--- src/rtl/sertx_pkg.sv ---
package sertx_pkg;
  typedef struct packed {
    logic load;
    logic shift;
  } txStrobe_t;
endpackage

--- src/rtl/sertx_datapath.sv ---
module sertx_datapath
  import sertx_pkg::*;
#(
  parameter int DATA_W = 8,
  parameter int STOP_MAX = 2
) (
  input  logic              clk,
  input  logic              rstN,
  input  logic              wrEn,
  input  logic [DATA_W-1:0] wrByte,
  input  logic              parityEn,
  input  logic              parityOdd,
  input  txStrobe_t         strobe,
  output logic              txd
);
  localparam int FRAME_W = 1 + DATA_W + 1 + STOP_MAX;

  logic [DATA_W-1:0]  holdReg;
  logic [FRAME_W-2:0] shiftReg;
  logic               txdReg;
  logic [FRAME_W-1:0] frameVec;
  logic               parBit;

  assign parBit = parityOdd ^ (^holdReg);

  // frame image: start at bit 0, then data, then parity or stop, rest ones
  always_comb begin
    frameVec = '1;
    frameVec[0] = 1'b0;
    frameVec[DATA_W:1] = holdReg;
    if (parityEn) frameVec[DATA_W+1] = parBit;
  end

  always_ff @(posedge clk) begin
    if (!rstN) begin
      holdReg  <= '0;
      shiftReg <= '1;
      txdReg   <= 1'b1;
    end else begin
      if (wrEn) holdReg <= wrByte;
      if (strobe.load) begin
        txdReg   <= frameVec[0];
        shiftReg <= frameVec[FRAME_W-1:1];
      end else if (strobe.shift) begin
        txdReg   <= shiftReg[0];
        shiftReg <= {1'b1, shiftReg[FRAME_W-2:1]};
      end
    end
  end

  assign txd = txdReg;


  property startLow;
    @(posedge clk) disable iff (!rstN) strobe.load |=> !txdReg;
  endproperty
  start_bit_low_chk: assert property (startLow);
endmodule

--- src/rtl/sertx_ctrl.sv ---
module sertx_ctrl
  import sertx_pkg::*;
#(
  parameter int DATA_W = 8,
  parameter int STOP_MAX = 2
) (
  input  logic       clk,
  input  logic       rstN,
  input  logic       baudTick,
  input  logic       parityEn,
  input  logic       twoStop,
  input  logic       stsRead,
  input  logic       stsWrite,
  input  logic [1:0] stsWdata,
  output txStrobe_t  strobe,
  output logic       emptyFlag,
  output logic       endFlag,
  output logic       busy
);
  localparam int FRAME_W = 1 + DATA_W + 1 + STOP_MAX;
  localparam int CNT_W = $clog2(FRAME_W + 1);

  logic [CNT_W-1:0] bitsLeft;
  logic [CNT_W-1:0] frameLen;
  logic armEmpty, armEnd;
  logic clrEmpty, clrEnd;
  logic lastBit, boundary, finish;

  assign frameLen = CNT_W'(DATA_W + 2) + CNT_W'(parityEn) + CNT_W'(twoStop);
  assign clrEmpty = stsWrite && !stsWdata[0] && armEmpty;
  assign clrEnd   = stsWrite && !stsWdata[1] && armEnd;
  assign lastBit  = (bitsLeft == '0);
  assign boundary = baudTick && (!busy || lastBit);

  always_comb begin
    strobe.load  = boundary && !emptyFlag;
    strobe.shift = baudTick && busy && !lastBit;
  end
  assign finish = baudTick && busy && lastBit && emptyFlag;

  always_ff @(posedge clk) begin
    if (!rstN) begin
      emptyFlag <= 1'b1;
      endFlag   <= 1'b1;
      busy      <= 1'b0;
      bitsLeft  <= '0;
      armEmpty  <= 1'b0;
      armEnd    <= 1'b0;
    end else begin
      if (stsRead) begin
        armEmpty <= emptyFlag;
        armEnd   <= endFlag;
      end else if (stsWrite) begin
        armEmpty <= 1'b0;
        armEnd   <= 1'b0;
      end

      if (strobe.load) emptyFlag <= 1'b1;
      else if (clrEmpty) emptyFlag <= 1'b0;

      if (finish && !clrEmpty) endFlag <= 1'b1;
      else if (clrEmpty || clrEnd) endFlag <= 1'b0;

      if (strobe.load) begin
        busy     <= 1'b1;
        bitsLeft <= frameLen - 1'b1;
      end else if (strobe.shift) begin
        bitsLeft <= bitsLeft - 1'b1;
      end else if (finish) begin
        busy <= 1'b0;
      end
    end
  end


  property emptyOnLoad;
    @(posedge clk) disable iff (!rstN) strobe.load |=> emptyFlag;
  endproperty
  empty_set_on_load_chk: assert property (emptyOnLoad);


  property endFollowsEmpty;
    @(posedge clk) disable iff (!rstN) $fell(emptyFlag) |-> !endFlag;
  endproperty
  end_cleared_with_empty_chk: assert property (endFollowsEmpty);


  property endOnlyIdle;
    @(posedge clk) disable iff (!rstN) $rose(endFlag) |-> !busy;
  endproperty
  end_only_when_idle_chk: assert property (endOnlyIdle);
endmodule

--- src/rtl/sertx_top.sv ---
module sertx_top
  import sertx_pkg::*;
#(
  parameter int DATA_W = 8,
  parameter int STOP_MAX = 2
) (
  input  logic              clk,
  input  logic              rstN,
  input  logic              baudTick,
  input  logic              parityEn,
  input  logic              parityOdd,
  input  logic              twoStop,
  input  logic              wrEn,
  input  logic [DATA_W-1:0] wrByte,
  input  logic              stsRead,
  input  logic              stsWrite,
  input  logic [1:0]        stsWdata,
  input  logic              ieEmpty,
  input  logic              ieEnd,
  output logic              txd,
  output logic              stsEmpty,
  output logic              stsEnd,
  output logic              irqEmpty,
  output logic              irqEnd
);
  txStrobe_t strobe;
  logic busy;

  sertx_ctrl #(.DATA_W(DATA_W), .STOP_MAX(STOP_MAX)) uCtrl (
    .clk(clk), .rstN(rstN), .baudTick(baudTick), .parityEn(parityEn),
    .twoStop(twoStop), .stsRead(stsRead), .stsWrite(stsWrite),
    .stsWdata(stsWdata), .strobe(strobe), .emptyFlag(stsEmpty),
    .endFlag(stsEnd), .busy(busy)
  );

  sertx_datapath #(.DATA_W(DATA_W), .STOP_MAX(STOP_MAX)) uPath (
    .clk(clk), .rstN(rstN), .wrEn(wrEn), .wrByte(wrByte),
    .parityEn(parityEn), .parityOdd(parityOdd), .strobe(strobe), .txd(txd)
  );

  assign irqEmpty = stsEmpty && ieEmpty;
  assign irqEnd   = stsEnd && ieEnd;


  property idleHigh;
    @(posedge clk) disable iff (!rstN) !busy |-> txd;
  endproperty
  idle_line_high_chk: assert property (idleHigh);
endmodule

--- config.mk ---
export PLATFORM = sky130hd
export DESIGN_NAME = sertx_top
export DESIGN_NICKNAME = d
export VERILOG_FILES = /design/src/rtl/sertx_pkg.sv /design/src/rtl/sertx_datapath.sv /design/src/rtl/sertx_ctrl.sv /design/src/rtl/sertx_top.sv
export SDC_FILE = /design/constraint.sdc
export NUM_CORES = 1
export LEC_CHECK = 0
export BUFFER_PORTS_ARGS = -buffer_cell sky130_fd_sc_hd__buf_4
export CORE_MARGIN = 2
export CORE_UTILIZATION = 48
export CTS_CLUSTER_DIAMETER = 60
export DETAILED_ROUTE_END_ITERATION = 10
export PLACE_DENSITY = 0.7
export SETUP_SLACK_MARGIN = 0.02
export SLEW_MARGIN = 20
export SYNTH_ARGS = -nofsm -noshare
export SYNTH_HDL_FRONTEND = slang
export SYNTH_SLANG_ARGS = --single-unit
--- constraint.sdc ---
create_clock -name clk -period 1.96 [get_ports clk]
set_clock_uncertainty 0.1 [all_clocks]
set_input_delay 0.098 -clock clk [delete_from_list [all_inputs] [get_ports clk]]
set_output_delay 0.098 -clock clk [all_outputs]
set_load 0.1 [all_outputs]
Yosys cells after proc, flatten, opt, wreduce, memory -nomap -nowiden
Cells that the tools add are included.
W data, S select, Z words.
- register bits: 27
- output and inout port bits: 5
- logic and storage cells: 58
- add/subtract/negate cells: 4
- equal/unequal tests: 1
- multiplexer cells: 13
- bitwise gates (word level): 2
- reduce and logical (&&, ||, !) cells: 29
- operators with widths (operator ; number):
    $mux W9 ; 2
    $logic_and A1 B1 Y1 ; 13
    $mux W1 ; 9
    $mux W4 ; 2
    $reduce_xor A8 Y1 ; 1
    $sub A4 B1 Y4 const B ; 2
    $logic_not A1 Y1 ; 6
    $reduce_bool A2 Y1 ; 3
    $add A4 B1 Y4 ; 1
    $add A4 B1 Y4 const A ; 1
    $logic_not A4 Y1 ; 1
    $reduce_or A2 Y1 ; 2
    $logic_or A1 B1 Y1 ; 2
    $ne A2 B1 Y1 const B ; 1
    $reduce_and A2 Y1 ; 1
    $not A1 Y1 ; 1
    $xor A1 B1 Y1 ; 1

Depth between registers and ports, before layout
Gate-level depths: netlist of the first run.
- depth after elaboration: 6
- gate-level depth with buffers: 7
- gate-level depth less buffers: 6

Cells and area by module
From an unflattened synthesis of the first run, not the netlist that was laid out.
- cell total of the unflattened synthesis: 136
- area, all modules: 1336.3 µm²
- by module, submodules not included (module ; instances ; cells each ; area an instance (µm²) ; sequential area each (µm²)):
    sertx_datapath ; 1 ; 74 ; 819.5 ; 360.3
    sertx_ctrl ; 1 ; 60 ; 504.2 ; 180.2
    sertx_top ; 1 ; 2 ; 12.5 ; 0.0

Worst setup path before layout of the first run
No wires, ideal clock.
- path kind: register -> output
- from: reg uCtrl.emptyFlag
- to: out irqEmpty
- data arrival time: 1.839 ns
- data required time: 1.762 ns
- path slack: -0.077 ns
- stages on the path, launching flop included: 2
- buffers on the path: 0
- cell sequence: dfxtp_1 -> and2_1
- word-level cells in the longest chain between the ends: 1
- RTL lines (what ; RTL line ; source):
    start, declared ; sertx_ctrl.sv:16 ; output logic emptyFlag,
    start signal, assigned ; sertx_ctrl.sv:43 ; emptyFlag <= 1'b1;
    start signal, assigned ; sertx_ctrl.sv:58 ; if (strobe.load) emptyFlag <= 1'b1;
    start signal, assigned ; sertx_ctrl.sv:59 ; else if (clrEmpty) emptyFlag <= 1'b0;
    $logic_and A1 B1 Y1 ; sertx_top.sv:41 ; assign irqEmpty = stsEmpty && ieEmpty;
    end, declared ; sertx_top.sv:23 ; output logic irqEmpty,
Every way passes these cells.

Worst setup path in the final report of the first run
- from: reg uCtrl.bitsLeft[1]
- to: reg uPath.shiftReg[8]
- word-level cells in the longest chain between the ends: 5
- RTL lines (what ; RTL line ; source):
    start, declared ; sertx_ctrl.sv:23 ; logic [CNT_W-1:0] bitsLeft;
    start signal, assigned ; sertx_ctrl.sv:66 ; bitsLeft <= frameLen - 1'b1;
    start signal, assigned ; sertx_ctrl.sv:68 ; bitsLeft <= bitsLeft - 1'b1;
    $logic_not A4 Y1 (*) ; sertx_ctrl.sv:32 ; assign lastBit = (bitsLeft == '0);
    $logic_or A1 B1 Y1 ; sertx_ctrl.sv:33 ; assign boundary = baudTick && (!busy || lastBit);
    $logic_and A1 B1 Y1 ; sertx_ctrl.sv:33 ;
    $logic_and A1 B1 Y1 ; sertx_ctrl.sv:36 ; strobe.load = boundary && !emptyFlag;
    $mux W9 / $reduce_bool A2 Y1 (equally long branches) ; n/a ;
    end signal, assigned ; sertx_datapath.sv:43 ; shiftReg <= frameVec[FRAME_W-1:1];
    end signal, assigned ; sertx_datapath.sv:46 ; shiftReg <= {1'b1, shiftReg[FRAME_W-2:1]};
    end, declared ; sertx_datapath.sv:19 ; logic [FRAME_W-2:0] shiftReg;
Mark *: on every way between the ends. The rest lies on a longest branch, timed or not.
A chain may end at the register's enable or synchronous reset.

==> results of run 1 <==
[critical path: cells and delay by family (launching register included)]
kind / cells / cell delay, ns
and+or+nand+nor: 2 / 0.87
AOI/OAI and AO/OA: 2 / 0.31
buffers and inverters: 1 / 0.08
adders and majority gates: 1 / 0.13
DFF: 1 / 0.35
[routing by layer]
layer / routed length [um] / vias up
met5: 0 / -
met4: 45 / 0
met3: 139 / 8
met2: 1530 / 47
li1: - / 585
met1: 1240 / 536
[metrics by stage]
step	setup WS [ns]	power, mW	area [um^2]	cells
2_1_floorplan	0.0254	0.728	1270	145
3_3_place_gp	0.0504	0.784	1490	195
3_5_place_dp	0.00877	0.788	1490	195
4_1_cts	0.0216	1.05	1690	216
5_1_grt	-0.0130	1.12	1720	219
6_report	0.0172	1.06	1720	219
[registers in the layout, indices dropped and copies added (netlist names)]
register	cells
uCtrl.armEmpty	1
uCtrl.armEnd	1
uCtrl.bitsLeft	4
uCtrl.busy	1
uCtrl.emptyFlag	1
uCtrl.endFlag	1
uPath.holdReg	8
uPath.shiftReg	9
uPath.txd	1
[power groups by stage]
stage               clock network, mW  registers [mW]  logic, mW
finish                          0.249           0.589      0.219
floorplan                           0           0.616      0.112
detailed placement                  0           0.601      0.188
global route                    0.286           0.593      0.237
CTS                             0.252           0.589      0.214
global placement                    0           0.600      0.184
[repair_timing]
item | 4_1_cts | 5_1_grt
setup buffers | 4 | 3
setup endpoints to repair | 1 | 9
resized for setup | 4 | 1
hold buffers | 13 | 0
pin swaps | 2 | 3
hold endpoints to repair | 20 | 0
[cell type report]
type                       count  share of cell area, %
clock buffer                   3                   1.31
clock inverter                 1                  0.437
inverter                       4                  0.873
multi-input combinational    106                   40.7
sequential                    27                   31.7
tap                           30                   2.18
timing repair buffer          48                   22.9
[cell families after synthesis]
group | Yosys count
AND/OR/NAND/NOR | 74
flip-flops | 27
AO/OA/AOI/OAI | 13
buffers and inverters | 12
XOR/XNOR | 8
multiplexers | 8
adder cells (fa/ha/maj) | 3
[final timing paths]
kind         depth (start not counted)  slack [ns]           endpoint
max reg2reg                          6        0.02  uPath.shiftReg[8]
max                                  6        0.02  uPath.shiftReg[8]
min                                  5        0.02    uCtrl.emptyFlag
min reg2reg                          2        0.38          uPath.txd
[cells in the final DEF (no fill, tap or decap), types with 2 or more instances in the layout]
master	Yosys	layout
nand4_1	8	8
inv_1	4	2
mux2i_1	8	8
a21boi_0	2	2
clkbuf_4	0	3
o22ai_1	2	2
inv_2	0	2
dfxtp_2	0	3
dlygate4sd3_1	0	13
buf_4	0	35
xnor2_1	6	6
nand3_1	12	12
ha_1	3	2
and2_2	0	2
nor2_1	2	2
nor3b_1	4	4
dfxtp_1	27	24
nand2_1	26	26
a21oi_1	3	2
o21a_1	2	2
nor2b_1	12	12
nor3_1	3	3
==> impl_summary.log, run 1 <==
[metrics] clock power share: 23.5%
[metrics] Max Fanout on Critical Path: 2
[metrics] vias per cell: 5.37
[metrics] met3 Use GR: 2.34%
[metrics] total number of vias: 1176
[metrics] final count of pins violating max slew: 0
[metrics] share of cells above drive strength 1: 25.9%
[metrics] Inserted Clock Buffers: 3
[metrics] end-of-flow core utilization: 68.8%
[metrics] clock transition at the registers of the reported paths: 0.15 ns
[metrics] leakage component of the power: 0.741 nW
[metrics] global-route met2 utilization: 38.3%
[metrics] maximum count of clock buffers along a single path: 2
[metrics] Worst Max-Slew Pin Slew: 0.713 ns
[metrics] synthesis-stage register bit count: 27
[metrics] H-tree depth: 1
[metrics] Worst Setup Start Kind: flop
[metrics] Port-buffer cells: 25
[metrics] instance count of the mapped netlist: 145
[metrics] remaining number of nets flagged by the antenna check after routing: 0
[metrics] top cell types by occurrence after synthesis: dfxtp_1 (27), nand2_1 (26), nand3_1 (12), nor2b_1 (12)
[metrics] maximum frequency from static timing analysis: 515 MHz
[metrics] antenna diode count: 0
[metrics] TritonCTS clock tree: done
[metrics] per-cell routed wire length: 13.5 um
[metrics] sum of negative setup slack: 0 ns
[metrics] Worst Path Required: 2.10 ns
[metrics] primary flip-flop cell chosen by synthesis mapping: dfxtp_1
[metrics] Chip Height: 55.4 um
[metrics] vias in the first global route: 1172
[metrics] area inside the core boundary: 0.00250 mm^2
[metrics] synthesized area per cell: 8.73 um^2
[metrics] library cell with the highest instance count after synthesis: dfxtp_1
[metrics] fin crit period: 1.94 ns
[metrics] origin of the worst min-delay path: stsWdata[0]
[metrics] mux contribution to synthesized area: 6.32%
[metrics] global routing met1 resource utilization: 24.7%
[metrics] number of violations reported at the end of detailed-routing iteration 0: 38
[metrics] compound-cell area share of the yosys netlist: 7.02%
[metrics] hold_ws: 0.0204 ns
[metrics] combined area of the multi-input logic cells: 699 um^2
[metrics] data arrival time of the critical path: 2.08 ns
[metrics] area overhead of the layout relative to synthesis: 35.8%
[metrics] die width: 55.4 um
[metrics] share of synthesized flip-flops with an asynchronous set or reset: 0%
[metrics] remaining routing DRC violations: 0
[metrics] count of pins on the block boundary: 26
[metrics] Detailed Routing Iterations Pass 1: 5
[metrics] Pwr Density: 615 mW/mm^2
[metrics] crit-path cells: inv_2 -> ha_4 -> or3b_4 -> a21o_1 -> or4b_1 -> o311a_1
[metrics] main area contributors after synthesis: dfxtp_1 (43%), nand2_1 (7.7%), mux2i_1 (6.3%)
[metrics] Filler Cells Inserted: 199
[metrics] clock latency on the worst-skew pair: 0.33 ns
[metrics] path type of the worst setup path: flop to flop
[metrics] combinational family with the most area after synthesis: simple AND/OR/NAND/NOR gates
[metrics] Final period util: 99.1%
[metrics] maximum ir drop on the vdd rail: 0.000471 V
[metrics] slowest library cell on the worst path: or4b_1
[metrics] Yosys warning total: 0
[metrics] cell taking the most area after synthesis: dfxtp_1
[metrics] FF-to-FF Start: uCtrl.bitsLeft[1]
[metrics] Worst Hold Class: input port to flop
[metrics] proportion of total power due to net switching: 28.1%
[metrics] wire length after detailed routing: 2960 um
[metrics] register area share after synthesis: 42.7%
[metrics] Yosys cell types: 29
[metrics] Crit. Startpoint: uCtrl.bitsLeft[1]
[metrics] maximum single-stage delay on the critical path: 0.50 ns
[metrics] run status: complete, no violations
[metrics] clk sink count: 27
[metrics] last weighted congestion value of the routability-driven placer: 0.756
[metrics] antenna violations before repair: 0
[metrics] area enclosed by the die boundary: 0.00306 mm^2
[metrics] share of Yosys cell area claimed by the top area cell type: 42.7%
[metrics] global-route wire length before repair: 5200 um
[metrics] Top Usage Layer GRT: met2
[metrics] critical path endpoint category: flop
[metrics] unrepaired setup endpoints after global routing: yes
[metrics] Reg power frac: 55.8%
[metrics] total global routing overflow: 0
[metrics] buffer cell driving the clock tree root: clkbuf_4
[metrics] nets in the synthesized netlist: 169
[metrics] worst rel slew slack: 52.3%
[metrics] Synth Area in XOR/XNOR: 6.62%
[metrics] number of rows created at floorplan: 18
[metrics] global routing usage summed across all routing layers: 21.0%
[metrics] internal portion of total power: 760 uW
[metrics] share of total power in combinational logic: 20.7%
[metrics] Net Switching: 297 uW
[metrics] initial core utilization: 50.7%
[metrics] register area: 544 um^2
[metrics] number of enable flip-flop cells after synthesis: 0
[metrics] pin count of the biggest net entering global routing: 29
[metrics] simple-gate share of the synthesized area: 30.8%
[metrics] Post-layout nets: 214
[metrics] reported max-cap violation count: 0
[metrics] Setup Viol. Count Final: 0
[metrics] detailed-placement wirelength estimate: 1810 um
[metrics] synthesized-area fraction occupied by adder cells: 2.96%
[metrics] cell area after synthesis: 0.00127 mm^2
[metrics] final hold violation count: 0
Power figures use the tool's default switching activity.
==> inputs of run 2 (changes only) <==
Clock period 1.96 ns to 1.7 ns, I/O delays scaled along.
==> impl_summary.log, run 2 (synthesized netlist as in run 1, its figures left out) <==
[metrics] run status: complete, but fails checks
[metrics] violated checks: negative setup slack
[metrics] Worst Path Required: 1.83 ns
[metrics] number of violations reported at the end of detailed-routing iteration 0: 52
[metrics] Worst Hold Class: input port to flop
[metrics] leakage component of the power: 0.853 nW
[metrics] clock latency on the worst-skew pair: 0.34 ns
[metrics] Top Registers: uPath.shiftReg: 9 flops, uPath.holdReg: 8 flops, uCtrl.bitsLeft: 4 flops
[metrics] buffer cell driving the clock tree root: clkbuf_4
[metrics] Final period util: 114%
[metrics] reported max-cap violation count: 0
[metrics] Worst Setup Start Kind: flop
[metrics] maximum frequency from static timing analysis: 518 MHz
[metrics] Detailed Routing Iterations Pass 1: 4
[metrics] origin of the worst min-delay path: parityEn
[metrics] share of cells above drive strength 1: 35.6%
[metrics] FF-to-FF Start: uCtrl.bitsLeft[0]
[metrics] count of pins on the block boundary: 26
[metrics] data arrival time of the critical path: 2.07 ns
[metrics] Port-buffer cells: 25
[metrics] H-tree depth: 1
[metrics] pre-CTS setup slack: -0.195 ns
[metrics] total global routing overflow: 0
[metrics] clock transition at the registers of the reported paths: 0.14 ns
[metrics] final setup slack of the worst path: -0.231 ns
[metrics] worst rel slew slack: 82.9%
[metrics] area enclosed by the die boundary: 0.00306 mm^2
[metrics] Max Fanout on Critical Path: 2
[metrics] final count of pins violating max slew: 0
[metrics] vias in the first global route: 1261
[metrics] Layout Cells excl Fill: 224
[metrics] maximum ir drop on the vdd rail: 0.000517 V
[metrics] commonest cells after routing, fill and taps aside: buf_4 (35), nand2_1 (25), dfxtp_1 (23)
[metrics] Post-layout nets: 219
[metrics] Pwr Density: 659 mW/mm^2
[metrics] fin crit period: 1.93 ns
[metrics] initial core utilization: 50.7%
[metrics] Filler Cells Inserted: 188
[metrics] final hold violation count: 0
[metrics] total number of vias: 1242
[metrics] wire length after detailed routing: 3210 um
[metrics] number of flip-flops under the largest register name: 9
[metrics] most common cell after layout, fill and taps aside: buf_4
[metrics] total design power: 1.24 mW
[metrics] remaining number of nets flagged by the antenna check after routing: 0
[metrics] critical path endpoint category: flop
[metrics] area overhead of the layout relative to synthesis: 48.2%
[metrics] global-route wire length before repair: 5460 um
[metrics] per-cell routed wire length: 14.3 um
[metrics] clk sink count: 27
[metrics] die width: 55.4 um
[metrics] Worst Max-Slew Pin Slew: 0.253 ns
[metrics] last weighted congestion value of the routability-driven placer: 0.774
[metrics] unrepaired setup endpoints after global routing: yes
[metrics] register containing the most flip-flops in the final layout: uPath.shiftReg
[metrics] detailed-placement wirelength estimate: 2040 um
[metrics] Inserted Clock Buffers: 3
[metrics] maximum count of clock buffers along a single path: 2
[metrics] antenna violations before repair: 0
[metrics] placed instance count: 204
[metrics] global routing usage summed across all routing layers: 21.6%
[metrics] sum of negative setup slack: -2.01 ns
[metrics] area inside the core boundary: 0.00250 mm^2
[metrics] number of rows created at floorplan: 18
[metrics] vias per cell: 5.54
[metrics] end-of-flow core utilization: 75.1%
[metrics] pin count of the biggest net entering global routing: 28
[metrics] antenna diode count: 0
[metrics] remaining routing DRC violations: 0
[metrics] Chip Height: 55.4 um
[metrics] TritonCTS clock tree: done
[metrics] Setup Viol. Count Final: 15
[metrics] Crit. Startpoint: uCtrl.bitsLeft[0]
[metrics] path type of the worst setup path: flop to flop
==> run 2: cell count changes in the layout (fill, tap and decap cells not counted), sizes merged <==
cell      delta
clkinvlp     -1
clkinv       +1
buf          +5
==> run 2: cell type report <==
cell class              instances  area, um^2  share of cell area, %
repair buffers                 53         469                   25.0
inverters                       4        15.0                  0.800
clock buffers                   3        22.5                   1.20
flip-flops and latches         27         548                   29.2
multi-input cells             106         779                   41.5
clock inverters                 1        5.00                  0.267
well taps                      30        37.5                   2.00
==> run 2: where the power goes <==
group	switching (mW)	internal, mW	total (mW)
registers	0.0226	0.659	0.681
clock network	0.198	0.0885	0.287
logic	0.131	0.139	0.269
total	0.352	0.886	1.24
==> run 2: timing repair <==
action	in CTS	in global routing
buffers inserted	1	1
hold endpoints to repair	12	0
gates cloned	1	0
pin swaps	5	7
gates resized for setup	12	13
hold buffers	13	0
setup endpoints to repair	12	15
==> run 2: final timing paths <==
check | end | slack, ns | cells after the start
hold reg to reg | uPath.txd | 0.40 | 2
hold / removal | uPath.shiftReg[8] | 0.01 | 3
setup / recovery | uPath.shiftReg[8] | -0.23 | 6
setup reg to reg | uPath.shiftReg[8] | -0.23 | 6
==> run 2: layer usage <==
metal	routed length, um	track usage [%]	vias to the layer above
li1	-	-	598
met5	0	0	-
met1	1370	25.6	600
met3	108	2.58	4
met2	1690	39.6	40
met4	38	7.67	0
==> run 2: worst max-delay path: stages (launching register included) <==
cell     delay [ns]
dfxtp_2        0.36
inv_2          0.07
ha_4           0.12
or3b_4         0.37
a21o_1         0.19
or4b_1         0.50
o311a_1        0.14
==> run 2: per-stage QoR <==
step | cell area (um^2) | hold slack [ns]
finish | 1880 | 0.0147
global route | 1880 | 0.0434
CTS | 1820 | 0.00126
detailed placement | 1570 | 0.254
global placement | 1570 | 0.242
floorplan | 1290 | 0.152
==> inputs of run 3 (changes only) <==
Settings changed: MAX_ROUTING_LAYER set to met4, PLACE_DENSITY 0.7 to 0.74, SKIP_LAST_GASP set to 1.
==> impl_summary.log, run 3 (synthesized netlist as in run 1, its figures left out) <==
[metrics] Worst Path Required: 1.83 ns
[metrics] maximum frequency from static timing analysis: 521 MHz
[metrics] share of cells above drive strength 1: 35.4%
[metrics] global routing usage summed across all routing layers: 20.1%
[metrics] reported max-cap violation count: 0
[metrics] remaining routing DRC violations: 0
[metrics] clock transition at the registers of the reported paths: 0.14 ns
[metrics] antenna violations before repair: 0
[metrics] Max Fanout on Critical Path: 2
[metrics] number of flip-flops under the largest register name: 9
[metrics] data arrival time of the critical path: 2.05 ns
[metrics] Port-buffer cells: 25
[metrics] end-of-flow core utilization: 75.7%
[metrics] Worst Hold Depth: 3
[metrics] total number of vias: 1211
[metrics] vias per cell: 5.38
[metrics] TritonCTS clock tree: done
[metrics] vias in the first global route: 1195
[metrics] Worst Setup Start Kind: flop
[metrics] pin count of the biggest net entering global routing: 29
[metrics] count of pins on the block boundary: 26
[metrics] area inside the core boundary: 0.00250 mm^2
[metrics] initial core utilization: 50.7%
[metrics] sum of negative setup slack: -2.06 ns
[metrics] antenna diode count: 0
[metrics] number of rows created at floorplan: 18
[metrics] Worst Hold Class: input port to flop
[metrics] total global routing overflow: 0
[metrics] Setup Viol. Count Final: 14
[metrics] most common cell after layout, fill and taps aside: buf_4
[metrics] FF-to-FF setup slack: -0.22 ns
[metrics] pre-CTS setup slack: -0.191 ns
[metrics] Filler Cells Inserted: 171
[metrics] detailed-placement wirelength estimate: 1930 um
[metrics] remaining number of nets flagged by the antenna check after routing: 0
[metrics] final count of pins violating max slew: 0
[metrics] clk sink count: 27
[metrics] path type of the worst setup path: flop to flop
[metrics] H-tree depth: 1
[metrics] clock latency on the worst-skew pair: 0.33 ns
[metrics] area overhead of the layout relative to synthesis: 49.4%
[metrics] leakage component of the power: 0.854 nW
[metrics] Worst Max-Slew Pin Slew: 0.280 ns
[metrics] Inserted Clock Buffers: 3
[metrics] buffer cell driving the clock tree root: clkbuf_4
[metrics] final hold violation count: 0
[metrics] last weighted congestion value of the routability-driven placer: 0.801
[metrics] worst rel slew slack: 81.1%
[metrics] Pwr Density: 649 mW/mm^2
[metrics] Final period util: 113%
[metrics] run status: complete, but fails checks
[metrics] final setup slack of the worst path: -0.220 ns
[metrics] fin crit period: 1.92 ns
[metrics] wire length after detailed routing: 3010 um
[metrics] Top Registers: uPath.shiftReg: 9 flops, uPath.holdReg: 8 flops, uCtrl.bitsLeft: 4 flops
[metrics] global-route wire length before repair: 4940 um
[metrics] die width: 55.4 um
[metrics] Detailed Routing Iterations Pass 1: 5
[metrics] register containing the most flip-flops in the final layout: uPath.shiftReg
[metrics] Chip Height: 55.4 um
[metrics] Post-layout nets: 220
[metrics] critical path endpoint category: flop
[metrics] violated checks: negative setup slack
[metrics] FF-to-FF path depth: 6
[metrics] commonest cells after routing, fill and taps aside: buf_4 (35), nand2_1 (26), dfxtp_1 (23)
[metrics] area enclosed by the die boundary: 0.00306 mm^2
[metrics] number of violations reported at the end of detailed-routing iteration 0: 46
[metrics] maximum ir drop on the vdd rail: 0.000668 V
[metrics] maximum count of clock buffers along a single path: 2
[metrics] per-cell routed wire length: 13.4 um
[metrics] unrepaired setup endpoints after global routing: yes
==> run 3: changes by cell type in the layout (fill, tap and decap cells not counted) <==
cell	before	now
clkinv_2	1	0
clkinvlp_4	0	1
dlygate4sd3_1	13	14
nand2_1	25	26
nand2_2	1	0
nand3_1	1	0
nand3_2	11	12
==> run 3: metrics by stage <==
stage | std cells | power, mW | hold slack [ns] | cell area, um^2
after floorplan | 145 | 0.839 | 0.152 | 1290
after global placement | 203 | 0.909 | 0.240 | 1560
after detailed placement | 203 | 0.917 | 0.253 | 1560
after CTS | 223 | 1.22 | 0.000825 | 1820
after global routing | 225 | 1.28 | 0.0336 | 1890
final | 225 | 1.23 | 0.0162 | 1890
==> run 3: final timing paths <==
path / end / startpoint
setup / recovery: uPath.shiftReg[8] / uCtrl.bitsLeft[1]
hold / removal: uPath.shiftReg[8] / parityEn
setup reg to reg: uPath.shiftReg[8] / uCtrl.bitsLeft[1]
hold reg to reg: uPath.txd / uPath.txd
==> run 3: cell type report <==
class                           instances  area, um^2  area share (%)
Timing Repair Buffer                   54         479            25.3
Inverter                                4        15.0           0.794
Clock inverter                          1        7.51           0.397
Sequential cell                        27         548            29.0
Tap cell                               30        37.5            1.98
Clock buffer                            3        22.5            1.19
Multi-Input combinational cell        106         782            41.3
==> run 3: worst max-delay path: stages, from the launching register on <==
cell,delay [ns]
dfxtp_2,0.35
inv_2,0.07
ha_4,0.12
or3b_4,0.37
a21o_1,0.19
or4b_1,0.49
o311a_1,0.13
==> run 3: repair_timing <==
action	in CTS	in global routing
buffers inserted	2	1
gates resized for setup	10	15
hold buffers	13	1
gates cloned	1	0
hold endpoints to repair	21	1
pin swaps	3	7
setup endpoints to repair	12	15
==> run 3: metal layers <==
| layer | wire (um) | up-vias | GRT usage [%] |
|---|---|---|---|
| met5 | 0 | - | - |
| met4 | 12 | 0 | 5.23 |
| met3 | 144 | 2 | 3.28 |
| met2 | 1560 | 43 | 37.2 |
| met1 | 1290 | 565 | 22.2 |
| li1 | - | 601 | - |
==> run 3: power by group <==
part           leakage, nW  total [mW]  internal [mW]  switching (mW)
combinational        0.618       0.269          0.139           0.130
sequential           0.221       0.680          0.658          0.0219
clock               0.0139       0.278         0.0900           0.188
